**src/rtl/lcd_regif_pkg.sv**
```systemverilog
package lcd_regif_pkg;

    // Kind of host access after address decode
    typedef enum logic [2:0] {
        ACC_NONE,
        ACC_STATUS,
        ACC_CMD,
        ACC_DWR,
        ACC_DRD
    } acc_kind_e;

endpackage

```
**src/rtl/lcd_addr_decode.sv**
```systemverilog
module lcd_addr_decode
    import lcd_regif_pkg::*;
#(
    parameter int ADDR_W = 11
) (
    input  logic              valid,
    input  logic              write,
    input  logic [ADDR_W-1:0] addr,
    output acc_kind_e         kind
);

    // Upper offset bits alias: the whole window folds onto two registers
    logic unused_hi;
    assign unused_hi = ^addr[ADDR_W-1:1];

    always_comb begin
        kind = ACC_NONE;
        if (valid) begin
            if (addr[0]) begin
                kind = write ? ACC_DWR : ACC_DRD;
            end else begin
                kind = write ? ACC_CMD : ACC_STATUS;
            end
        end
    end

endmodule

```
**src/rtl/lcd_busy_timer.sv**
```systemverilog
module lcd_busy_timer #(
    parameter int CYCLES = 4
) (
    input  logic clk,
    input  logic rst_n,
    input  logic start,
    output logic busy
);

    localparam int CNT_W = $clog2(CYCLES + 1);
    localparam logic [CNT_W-1:0] LOAD = CNT_W'(CYCLES);

    logic [CNT_W-1:0] cnt_d, cnt_q;

    always_comb begin
        cnt_d = cnt_q;
        if (start) begin
            cnt_d = LOAD;
        end else if (cnt_q != '0) begin
            cnt_d = cnt_q - 1'b1;
        end
    end

    always_ff @(posedge clk or negedge rst_n) begin
        if (!rst_n) begin
            cnt_q <= '0;
        end else begin
            cnt_q <= cnt_d;
        end
    end

    assign busy = (cnt_q != '0);

endmodule

```
**src/rtl/lcd_disp_ram.sv**
```systemverilog
module lcd_disp_ram #(
    parameter int AW = 7,
    parameter int DW = 8
) (
    input  logic          clk,
    input  logic          we,
    input  logic [AW-1:0] addr,
    input  logic [DW-1:0] wdata,
    output logic [DW-1:0] rdata
);

    localparam int DEPTH = 1 << AW;

    logic [DW-1:0] mem_q [DEPTH];

    always_ff @(posedge clk) begin
        if (we) begin
            mem_q[addr] <= wdata;
        end
    end

    assign rdata = mem_q[addr];

endmodule

```
**src/rtl/lcd_regif.sv**
```systemverilog
module lcd_regif
    import lcd_regif_pkg::*;
#(
    parameter int ADDR_W      = 11,
    parameter int DATA_W      = 8,
    parameter int BUSY_CYCLES = 4
) (
    input  logic              clk,
    input  logic              rst_n,
    input  logic              acc_valid,
    input  logic              acc_write,
    input  logic [ADDR_W-1:0] acc_addr,
    input  logic [DATA_W-1:0] acc_wdata,
    output logic [DATA_W-1:0] rd_data
);

    // Status byte is {busy, pointer}, so the pointer takes the remaining bits
    localparam int PTR_W = DATA_W - 1;

    typedef struct packed {
        logic [PTR_W-1:0]  ptr;
        logic [DATA_W-1:0] rdata;
    } regs_t;

    regs_t             st_d, st_q;
    acc_kind_e         kind;
    logic              busy;
    logic              timer_start;
    logic              ram_we;
    logic [DATA_W-1:0] ram_rdata;
    logic [PTR_W-1:0]  ptr_q;

    lcd_addr_decode #(
        .ADDR_W (ADDR_W)
    ) u_dec (
        .valid (acc_valid),
        .write (acc_write),
        .addr  (acc_addr),
        .kind  (kind)
    );

    lcd_busy_timer #(
        .CYCLES (BUSY_CYCLES)
    ) u_busy (
        .clk   (clk),
        .rst_n (rst_n),
        .start (timer_start),
        .busy  (busy)
    );

    lcd_disp_ram #(
        .AW (PTR_W),
        .DW (DATA_W)
    ) u_ram (
        .clk   (clk),
        .we    (ram_we),
        .addr  (st_q.ptr),
        .wdata (acc_wdata),
        .rdata (ram_rdata)
    );

    always_comb begin
        st_d        = st_q;
        ram_we      = 1'b0;
        timer_start = 1'b0;
        unique case (kind)
            ACC_STATUS: begin
                st_d.rdata = {busy, st_q.ptr};
            end
            ACC_CMD: begin
                if (!busy) begin
                    timer_start = 1'b1;
                    if (acc_wdata[DATA_W-1]) begin
                        st_d.ptr = acc_wdata[PTR_W-1:0];
                    end
                end
            end
            ACC_DWR: begin
                if (!busy) begin
                    timer_start = 1'b1;
                    ram_we      = 1'b1;
                    st_d.ptr    = st_q.ptr + 1'b1;
                end
            end
            ACC_DRD: begin
                if (!busy) begin
                    timer_start = 1'b1;
                    st_d.rdata  = ram_rdata;
                    st_d.ptr    = st_q.ptr + 1'b1;
                end
            end
            default: begin
            end
        endcase
    end

    always_ff @(posedge clk or negedge rst_n) begin
        if (!rst_n) begin
            st_q <= '0;
        end else begin
            st_q <= st_d;
        end
    end

    assign rd_data = st_q.rdata;
    assign ptr_q   = st_q.ptr;

endmodule

```
**config.mk**
```make
export PLATFORM = sky130hd
export DESIGN_NAME = lcd_regif
export DESIGN_NICKNAME = d
export VERILOG_FILES = /design/src/rtl/lcd_regif_pkg.sv /design/src/rtl/lcd_addr_decode.sv /design/src/rtl/lcd_busy_timer.sv /design/src/rtl/lcd_disp_ram.sv /design/src/rtl/lcd_regif.sv
export SDC_FILE = /design/constraint.sdc
export NUM_CORES = 1
export LEC_CHECK = 0
export ABC_AREA = 1
export BUFFER_PORTS_ARGS = -buffer_cell sky130_fd_sc_hd__buf_2
export CAP_MARGIN = 10
export CORE_MARGIN = 1.5
export CORE_UTILIZATION = 35
export CTS_BUF_LIST = sky130_fd_sc_hd__clkbuf_8
export DETAILED_ROUTE_END_ITERATION = 8
export PLACE_DENSITY_LB_ADDON = 0.2
export SETUP_SLACK_MARGIN = 0.02
export SLEW_MARGIN = 20
export SYNTH_ARGS = -nofsm -noshare
export SYNTH_HDL_FRONTEND = slang
export SYNTH_SLANG_ARGS = --single-unit
```
**constraint.sdc**
```tcl
create_clock -name clk -period 3.15 [get_ports clk]
set_clock_uncertainty 0.1 [all_clocks]
set_input_delay 0.315 -clock clk [delete_from_list [all_inputs] [get_ports clk]]
set_output_delay 0.315 -clock clk [all_outputs]
set_load 0.05 [all_outputs]
```
==> results of run 1 <==
[through the flow]
stage / power, uW / hold slack, ns / utilization [%] / cell area (sq um)
after floorplan: 23100 / -0.0806 / - / 41900
after global placement: 29000 / 0.212 / 38.6 / 45700
after detailed placement: 29000 / 0.205 / 38.6 / 45700
after CTS: 39700 / 0.00770 / 41.2 / 48800
after global routing: 41500 / 0.0634 / 41.2 / 48800
final: 39400 / 0.0822 / 41.2 / 48800
[cells by family (layout without fill, tap and decap cells)]
| logic type | count (synthesis) | in the layout | synth area share [%] |
|---|---|---|---|
| adders and majority gates | 4 | 4 | 0.120 |
| and+or+nand+nor | 1401 | 1401 | 13.4 |
| buffers and inverters | 346 | 758 | 3.34 |
| other | 0 | 1 | 0 |
| AOI/OAI and AO/OA | 658 | 658 | 8.54 |
| xor gates and xnor gates | 3 | 3 | 0.0628 |
| DFF | 1042 | 1042 | 74.5 |
[path summary, 6_finish.rpt]
check,end,slack (ns),cells after the start
worst max-delay path,rd_data[1],0.20,13
worst min-delay path,rd_data[7],0.08,6
worst max register to register,rd_data[1],0.20,13
worst min register to register,rd_data[0],0.44,2
max in group asynchronous,ptr_q[0],1.57,3
min in group asynchronous,u_busy.cnt_q[0],0.65,3
[repair_timing]
| action | in CTS | in global routing |
|---|---|---|
| hold buffers | 12 | 0 |
| hold endpoints to repair | 260 | 0 |
| setup buffers | 0 | 4 |
| endpoints found under the setup margin | 0 | 3 |
| resized for setup | 0 | 1 |
[power breakdown]
part	internal [uW]	switching, uW	leakage [uW]
Clock	5270	5380	0.00179
Combinational	3910	9320	0.00612
Sequential	15300	180	0.00941
Total	24500	14900	0.0173
[state kept, by name (all words and copies together) (netlist names)]
| name | cells |
|---|---|
| ptr_q | 7 |
| rd_data | 8 |
| u_busy.cnt_q | 3 |
| u_ram.mem_q | 1024 |
[layout make-up]
| type | instances | area [sq um] |
|---|---|---|
| antenna | 1 | 2.50 |
| sequential | 1042 | 31200 |
| tap | 1600 | 2000 |
| inverter | 160 | 608 |
| multi-input combinational | 2066 | 9310 |
| timing repair buffer | 302 | 2700 |
| clock inverter | 120 | 591 |
| clock buffer | 176 | 2420 |
| fill | 11233 | 69600 |
[layer usage]
layer / up-vias / wire [um] / GRT usage (%)
met5: - / 0 / 0
met4: 0 / 2120 / 5.07
met3: 154 / 5740 / 3.33
met2: 646 / 55500 / 31.2
met1: 13218 / 53100 / 26.1
li1: 12740 / - / -
[critical path, stage by stage, from the launching register on]
cell     delay [ns]
dfrtp_4        0.59
buf_4          0.19
buf_12         0.18
buf_4          0.21
o21ai_0        0.14
o21ai_0        0.12
nor2_1         0.30
nor2_1         0.07
nor2_1         0.15
nand2_1        0.14
a21oi_1        0.36
nand2_1        0.10
nand2_1        0.08
nand2_1        0.05
[cells in the final DEF (no fill, tap or decap), types with 2 or more instances in the layout]
master         netlist  routed
a21oi_1             21      21
a22oi_1              9       9
buf_12               0      34
buf_2               74      12
buf_4                2     243
clkbuf_8             0     176
clkinv_1             0      28
clkinv_2             0       5
clkinv_8             0       4
clkinvlp_4           0       4
dfrtp_1             18      17
dlygate4sd3_1        0      12
edfxtp_1          1024    1024
ha_1                 4       4
inv_1              157     229
inv_2                3       2
inv_6                0       3
inv_8                0       3
nand2_1            405     403
nand2_2              1       2
nand3_1            120     119
nand4_1             13      13
nor2_1             793     791
nor2_2               5       4
nor2_4               2       5
nor3_1               2       2
o211ai_1            83      83
o21a_1               2       2
o21ai_0            447     447
o21ai_1             64      64
o22ai_1             28      28
or2_2               60      60
xor2_1               2       2
==> metrics.md, run 1 <==
| Metric | Value |
|---|---|
| Status | finished, final reports clean |
| CTS H-tree lvls | 4 |
| Minimum clock period | 2.95 ns |
| Max Slew Vio Count | 0 |
| Clock tree buffer depth | 3 |
| Clock tree root driver cell | clkbuf_8 |
| Final worst-path cycle share | 93.7% |
| First-pass GRT wire length | 171 mm |
| Critical path launch point | ptr_q[0] |
| Worst-Skew Late Latency | 0.84 ns |
| Top cell type's share of synthesized area | 73.4% |
| Wire per inst | 21.3 um |
| Pre-CTS setup slack | 0.190 ns |
| Most numerous cell in the Yosys netlist | edfxtp_1 |
| Final WS setup | 0.200 ns |
| Critical Path RT | 3.76 ns |
| Peak VDD IR | 0.479 mV |
| Arrival @ worst endpoint | 3.56 ns |
| F_max | 339 MHz |
| Setup TNS Final | 0 ns |
| Share of cells above drive strength 1 | 14.6% |
| Cell Pwr Density | 807 nW/um^2 |
| Max cap viols | 0 |
| Post-route ant nets | 0 |
| Gr ovfl total | 0 |
| DR vias | 26758 |
| Synth top area cells | edfxtp_1 73%, nor2_1 7.1%, o21ai_0 5.3% |
| Seq/Total Area, Yosys | 74.5% |
| Startpoint Class | flip-flop |
| Synth cell count leaders | 1024 x edfxtp_1, 793 x nor2_1, 447 x o21ai_0 |
| Drt drc | 0 |
| Mapped Nets | 3481 |
| Port buffer count | 20 |
| Final wirelength | 116 mm |
| Top_reg_cell synth | edfxtp_1 |
| Largest area contributor in the netlist | edfxtp_1 |
| Die W | 349 um |
| # IOs | 31 |
| Initial DRC count | 2155 |
| Synthesized cell area | 41900 sq um |
| Fin cells | 5467 |
| Max-slew headroom | 34.0% |
| Initial Util | 35.4% |
| Total clock buffers created by CTS | 173 |
| Crit Path Class | reg -> reg |
| Yosys warning count | 0 |
| Final hold violation count | 0 |
| Pre-Repair DR Iteration Count | 6 |
| Avg Inst Size Synth | 12.1 sq um |
| Syn Inst Count | 3454 |
| GP Congestion | 0.853 |
| Die ar. | 122000 sq um |
| Largest net degree at the start of global routing | 97 |
| Worst-path maximum fanout | 57 |
| Row count | 126 |
| GRT Util Overall | 19.1% |
| Vias in the first global route | 26007 |
| Dpl cells | 5154 |
| Setup violations, final | 0 |
| Syn-to-layout area delta | 16.6% |
| CP Capture Type | flip-flop |
| Hold WC Path Type | in -> reg |
| Antenna violations before repair | 3 |
| Leak | 0.0173 uW |
| Cell variety after synth | 31 |
| Hold path start | acc_addr[0] |
| RSZ-0062 raised after global routing | no |
| CTS Sinks | 1042 |
| Vias per inst | 4.89 |
| Slew @ Worst Pin | 0.986 ns |
| TritonCTS clock tree | yes |
| Core area | 118000 sq um |
| Final nets | 3772 |
| Ys async rst share | 1.73% |
| Number of synthesized register bits | 1042 |
| Register clock-pin slew on the reported worst setup and hold paths | 0.06 ns |
| Final HPWL DP | 71.7 mm |
| Post-synth EDFFs | 1024 |
| Die height | 349 um |
| RR Startpoint | ptr_q[0] |
(Power assumes the default switching activity.)
==> inputs of run 2 (changes only) <==
--- a/config.mk
+++ b/config.mk
@@ -17,4 +17,5 @@
 export SLEW_MARGIN = 20
 export SYNTH_ARGS = -nofsm -noshare
 export SYNTH_HDL_FRONTEND = slang
+export SYNTH_HIERARCHICAL = 1
 export SYNTH_SLANG_ARGS = --single-unit
==> run 2 against run 1 <==
  * Via count rose by 14%
  * Global-route usage barely moved
  * Routed wire length is 6.5% higher
  * Core utilization down 0.71 points
  * Clock-buffer cell count up 7
  * Maximum frequency rose by 1.8%
  * Hold slack improved by 0.12 ns
  * Largest cell class unchanged
  * Largest power group unchanged
==> metrics.md, run 2 <==
| Metric | Value |
|---|---|
| Gr ovfl total | 0 |
| Share of cells above drive strength 1 | 10.8% |
| Max cap viols | 0 |
| Final hold violation count | 0 |
| Status | finished, final reports clean |
| Seq/Total Area, Yosys | 69.2% |
| Top reg by flops | u_ram/mem_q |
| Synth top area cells | edfxtp_1 68%, nand2_1 24%, nor2_1 2.1% |
| Area of the multi-input gates | 12400 sq um |
| Total clock buffers created by CTS | 173 |
| Cell variety after synth | 33 |
| CP Capture Type | flip-flop |
| GRT Util Overall | 19.1% |
| Hold WC Path Type | in -> reg |
| Drt drc | 0 |
| RSZ-0062 raised after global routing | no |
| Final wirelength | 124 mm |
| Final nets | 4821 |
| Synth cell count leaders | 2826 x nand2_1, 1024 x edfxtp_1, 258 x nor2_1 |
| Arrival @ worst endpoint | 3.56 ns |
| F_max | 345 MHz |
| Slew @ Worst Pin | 0.989 ns |
| Worst reg2reg path depth | 18 |
| Max reg flops | 1024 |
| Synthesized cell area | 45100 sq um |
| Hold path start | acc_addr[0] |
| Register clock-pin slew on the reported worst setup and hold paths | 0.06 ns |
| Yosys warning count | 6 |
| Syn-to-layout area delta | 14.9% |
| Worst-path maximum fanout | 54 |
| Setup TNS Final | 0 ns |
| Max Slew Vio Count | 0 |
| Die height | 362 um |
| Hold EP | u_busy/cnt_q[2] |
| Largest family of logic cells by synthesized area | simple AND/OR/NAND/NOR gates |
| Vias in the first global route | 29544 |
| Antenna violations before repair | 2 |
| Commonest non-fill, non-tap cell in the layout | nand2_1 |
| Ys async rst share | 1.73% |
| Most frequent cells in the layout | 2826 x nand2_1, 1024 x edfxtp_1, 256 x nor2_1, 218 x buf_4, 183 x clkbuf_8 |
| Worst-Skew Late Latency | 0.87 ns |
| XOR/XNOR Fraction of Synth Area | 0.0194% |
| Most numerous cell in the Yosys netlist | nand2_1 |
| Die ar. | 131000 sq um |
| Flop-to-flop setup slack | 0.25 ns |
| Pre-CTS setup slack | 0.153 ns |
| CTS Sinks | 1042 |
| DR vias | 30629 |
| RR Startpoint | ptr_q[0] |
| Largest net degree at the start of global routing | 97 |
| Leak | 0.0219 uW |
| Clock tree buffer depth | 3 |
| # IOs | 31 |
| Row count | 131 |
| Hold WS | 0.203 ns |
| Initial DRC count | 2371 |
| Reg-to-Reg End | rd_data[5] |
| Avg Inst Size Synth | 9.89 sq um |
| Final worst-path cycle share | 92.0% |
| Cell Pwr Density | 804 nW/um^2 |
| Final WS setup | 0.252 ns |
| Peak VDD IR | 0.561 mV |
| Core area | 128000 sq um |
| Top_reg_cell synth | edfxtp_1 |
| Post-route ant nets | 0 |
| Largest area contributor in the netlist | edfxtp_1 |
| Synth Area in Compound Gates | 0.442% |
| Max-slew headroom | 33.8% |
| Mapped Nets | 4583 |
| GP Congestion | 0.831 |
| Mux cell area share after synthesis | 0% |
| Post-Synth Simple-Gate Area | 26.8% |
| Number of synthesized register bits | 1042 |
| Critical Path RT | 3.81 ns |
| Wire per inst | 18.8 um |
| Syn Inst Count | 4556 |
| Crit Path Class | reg -> reg |
| Adder-cell area share of the yosys netlist | 0.111% |
| Minimum clock period | 2.90 ns |
| TritonCTS clock tree | yes |
| First-pass GRT wire length | 187 mm |
| Post-synth EDFFs | 1024 |
| Seq. cell area | 31200 sq um |
| CTS H-tree lvls | 4 |
| Vias per inst | 4.65 |
| Port buffer count | 20 |
| Final HPWL DP | 74.2 mm |
| Pre-Repair DR Iteration Count | 7 |
| Initial Util | 35.3% |
| Post-CTS setup buffers | 0 |
| Worst hold path depth | 9 |
| Startpoint Class | flip-flop |
| Die W | 362 um |
| Clock tree root driver cell | clkbuf_8 |
| Fillers | 12372 |
| Setup violations, final | 0 |
| Top cell type's share of synthesized area | 68.2% |
-- run 2: worst max-delay path by stage --
stage / start / endpoint / slack [ns] / depth (start not counted)
floorplan: acc_write / u_ram/mem_q[110][0] / 0.61 / 12
global placement: ptr_q[0] / rd_data[2] / 0.13 / 17
detailed placement: ptr_q[0] / rd_data[5] / 0.15 / 17
CTS: ptr_q[0] / rd_data[5] / 0.13 / 17
global route: ptr_q[0] / rd_data[6] / 0.03 / 14
finish: ptr_q[0] / rd_data[5] / 0.25 / 18
-- run 2: cell families after synthesis --
family                   after synthesis
buffers and inverters                312
AND/OR/NAND/NOR                     3168
flip-flops                          1042
AO/OA/AOI/OAI                         29
XOR/XNOR                               1
adder cells (fa/ha/maj)                4
-- run 2: area by class of cell --
class	instances	share of cell area, %
antenna	2	0.00967
sequential	1042	60.3
timing repair buffer	283	5.05
clock inverter	115	1.17
tap	1662	4.02
multi-input combinational	3202	23.9
inverter	92	0.723
clock buffer	183	4.87
-- run 2: repair_timing --
| action | 4_1_cts | 5_1_grt |
|---|---|---|
| setup endpoints to repair | 0 | 7 |
| endpoints found under the hold margin | 350 | 0 |
| resized for setup | 0 | 3 |
| hold buffers | 14 | 0 |
-- run 2: critical path: stages, from the launching register on --
cell and delay [ns]:
dfrtp_4 0.60, inv_16 0.19, buf_12 0.23, buf_12 0.16, nand2_1 0.05, nand2_1 0.04, nand2_1 0.05, nand2_1 0.09
nand2_1 0.06, nand2_1 0.05, nand2_1 0.13, nand2_1 0.14, nor2_1 0.19, nor2_1 0.07, nor2_1 0.23, nand2_1 0.09
nand3_1 0.09, nand3_1 0.08, o21a_1 0.11
-- run 2: metal layers --
| metal | routed length, um | vias to the layer above | part of all wire, % | GRT usage [%] |
|---|---|---|---|---|
| met4 | 2950 | 0 | 2.4 | 6.09 |
| met2 | 58300 | 708 | 47 | 31.0 |
| li1 | - | 15127 | - | - |
| met5 | 0 | - | 0 | 0 |
| met1 | 56700 | 14615 | 46 | 26.2 |
| met3 | 6060 | 179 | 4.9 | 2.87 |
-- run 2: through the flow --
stage	util [%]	total power [uW]	cell area (sq um)	cells
finish	40.5	41600	51800	6581
global route	40.5	44400	51800	6581
CTS	40.5	42100	51700	6579
detailed placement	38.0	31000	48500	6267
global placement	38.0	31000	48500	6267
floorplan	-	25500	45100	4556
-- run 2: power by group --
part | total [uW] | switching (uW) | internal, uW
logic | 15000 | 10800 | 4240
clock network | 11000 | 5350 | 5670
registers | 15600 | 235 | 15400
==> inputs of run 3 (changes only) <==
--- a/config.mk
+++ b/config.mk
@@ -6,7 +6,7 @@
 export NUM_CORES = 1
 export LEC_CHECK = 0
 export ABC_AREA = 1
-export BUFFER_PORTS_ARGS = -buffer_cell sky130_fd_sc_hd__buf_2
+export BUFFER_PORTS_ARGS = -buffer_cell sky130_fd_sc_hd__buf_4
 export CAP_MARGIN = 10
 export CORE_MARGIN = 1.5
 export CORE_UTILIZATION = 35
==> run 3 against run 2 <==
  * Final cell count rose by 0.67%
  * Core utilization up 0.21 points
  * Maximum frequency down 0.54%
  * Critical path depth shrank 9
  * Routed wire length is 1.1% lower
  * Non-clock buffer count rose by 35
  * Register-to-register slack worse by 0.02 ns
  * Sequential power about the same
  * Clock power barely moved
  * Die area is the same
  * Global-route usage fell by 0.19 points
  * Worst setup slack worse by 0.016 ns
  * Largest cell class unchanged
==> metrics.md, run 3 (same netlist as run 2, synthesis figures left out) <==
| Metric | Value |
|---|---|
| Status | finished, final reports clean |
| Drt drc | 0 |
| GP Congestion | 0.850 |
| Most frequent cells in the layout | 2826 x nand2_1, 1024 x edfxtp_1, 261 x buf_4, 256 x nor2_1, 176 x clkbuf_8 |
| Pre-Repair DR Iteration Count | 7 |
| Antenna violations before repair | 3 |
| F_max | 343 MHz |
| GRT Util Overall | 18.9% |
| Initial DRC count | 2303 |
| Peak VDD IR | 0.607 mV |
| Critical Path RT | 3.63 ns |
| Clock tree root driver cell | clkbuf_8 |
| Clock Power Share | 26.0% |
| Fin cells | 6625 |
| Seq. cell area | 31200 sq um |
| Post-route ant nets | 0 |
| Hold EP | rd_data[2] |
| Area of the multi-input gates | 12400 sq um |
| Vias in the first global route | 30161 |
| Sequential share of power | 37.2% |
| Cell internal pwr | 25300 uW |
| RSZ-0062 raised after global routing | no |
| Port buffer count | 20 |
| Max-slew headroom | 40.2% |
| Total power | 41800 uW |
| Gr ovfl total | 0 |
| Max Slew Vio Count | 0 |
| Worst-Skew Late Latency | 0.89 ns |
| Final hold violation count | 0 |
| Slew @ Worst Pin | 0.894 ns |
| Flop-to-flop setup slack | 0.24 ns |
| Core area | 128000 sq um |
| Largest net degree at the start of global routing | 130 |
| P_sw | 16500 uW |
| Wire per inst | 18.5 um |
| Register clock-pin slew on the reported worst setup and hold paths | 0.05 ns |
| Leak | 0.0221 uW |
| Die W | 362 um |
| Die height | 362 um |
| Setup violations, final | 0 |
| Sw Share | 39.6% |
| Clock tree buffer depth | 3 |
| Final standard cell utilization of the core | 40.8% |
| Top reg by flops | u_ram/mem_q |
| Final worst-path cycle share | 92.5% |
| Dpl cells | 6299 |
| Worst reg2reg path depth | 9 |
| Arrival @ worst endpoint | 3.40 ns |
| First-pass GRT wire length | 186 mm |
| Worst hold path depth | 7 |
| Max reg flops | 1024 |
| Final wirelength | 123 mm |
| Setup TNS Final | 0 ns |
| Vias per inst | 4.64 |
| CTS Sinks | 1042 |
| Final WS setup | 0.236 ns |
| Final HPWL DP | 73.9 mm |
| Fillers | 12380 |
| Max cap viols | 0 |
| Syn-to-layout area delta | 15.5% |
| Hold WC Path Type | in -> reg |
| Final nets | 4859 |
| CP Capture Type | flip-flop |
| Initial Util | 35.3% |
| Gate power share | 36.8% |
| TritonCTS clock tree | yes |
| Pre-CTS setup slack | 0.260 ns |
| Hold path start | acc_addr[0] |
| CTS H-tree lvls | 4 |
| # IOs | 31 |
| Row count | 131 |
| Die ar. | 131000 sq um |
| Minimum clock period | 2.91 ns |
| Startpoint Class | flip-flop |
| Total clock buffers created by CTS | 176 |
| DR vias | 30737 |
| Cell Pwr Density | 803 nW/um^2 |
| Crit Path Class | reg -> reg |
| Reg-to-Reg End | u_ram/mem_q[60][5] |
| RR Startpoint | ptr_q[1] |
| Commonest non-fill, non-tap cell in the layout | nand2_1 |
| Worst-path maximum fanout | 47 |
| Share of cells above drive strength 1 | 11.2% |
## run 3: metal layers
metal	GRT usage (%)	vias up	wire length [um]
met1	25.5	14678	56200
met3	3.07	181	5470
met5	0	-	13
li1	-	15222	-
met2	30.8	654	58000
met4	6.43	2	2980
## run 3: critical path, stage by stage (launching register included)
cell,delay [ns]
dfrtp_4,0.57
buf_12,0.23
nor2_2,0.49
buf_4,0.26
inv_1,0.06
nor2_1,0.14
nand2_1,0.11
buf_4,0.24
nor2_1,0.19
buf_4,0.19
## run 3: layout make-up
| class | instances | share of cell area [%] |
|---|---|---|
| flip-flops and latches | 1042 | 60.0 |
| well taps | 1662 | 4.00 |
| clock inverters | 131 | 1.25 |
| diodes | 2 | 0.00962 |
| multi-input cells | 3202 | 23.7 |
| inverters | 92 | 0.719 |
| repair buffers | 318 | 5.65 |
| clock buffers | 176 | 4.66 |
## run 3: repair_timing
item | CTS | global route
hold endpoints to repair | 512 | 0
buffers inserted | 0 | 2
hold buffers | 15 | 0
gates resized for setup | 0 | 1
endpoints found under the setup margin | 0 | 2
## run 3: per-stage QoR
stage / hold slack (ns) / instance area, sq um
after global routing: 0.200 / 52000
after global placement: 0.110 / 48800
after floorplan: -0.0806 / 45100
after CTS: 0.0716 / 52000
after detailed placement: 0.109 / 48800
final: 0.192 / 52000
## run 3: power groups by stage
stage | sequential, uW | clock, uW | combinational, uW
final | 15600 | 10900 | 15400
after global routing | 15600 | 11800 | 17300
after CTS | 15600 | 11200 | 15500
after detailed placement | 15800 | 0 | 15500
after global placement | 15800 | 0 | 15400
after floorplan | 15900 | 0 | 9590
## run 3: worst max-delay path by stage
stage / from / to / slack (ns) / depth (start not counted)
final: ptr_q[1] / u_ram/mem_q[60][5] / 0.24 / 9
after global routing: ptr_q[0] / rd_data[5] / 0.04 / 17
after CTS: ptr_q[0] / rd_data[5] / 0.24 / 17
after detailed placement: ptr_q[0] / rd_data[5] / 0.26 / 17
after global placement: ptr_q[0] / rd_data[5] / 0.25 / 17
after floorplan: acc_write / u_ram/mem_q[110][0] / 0.61 / 12
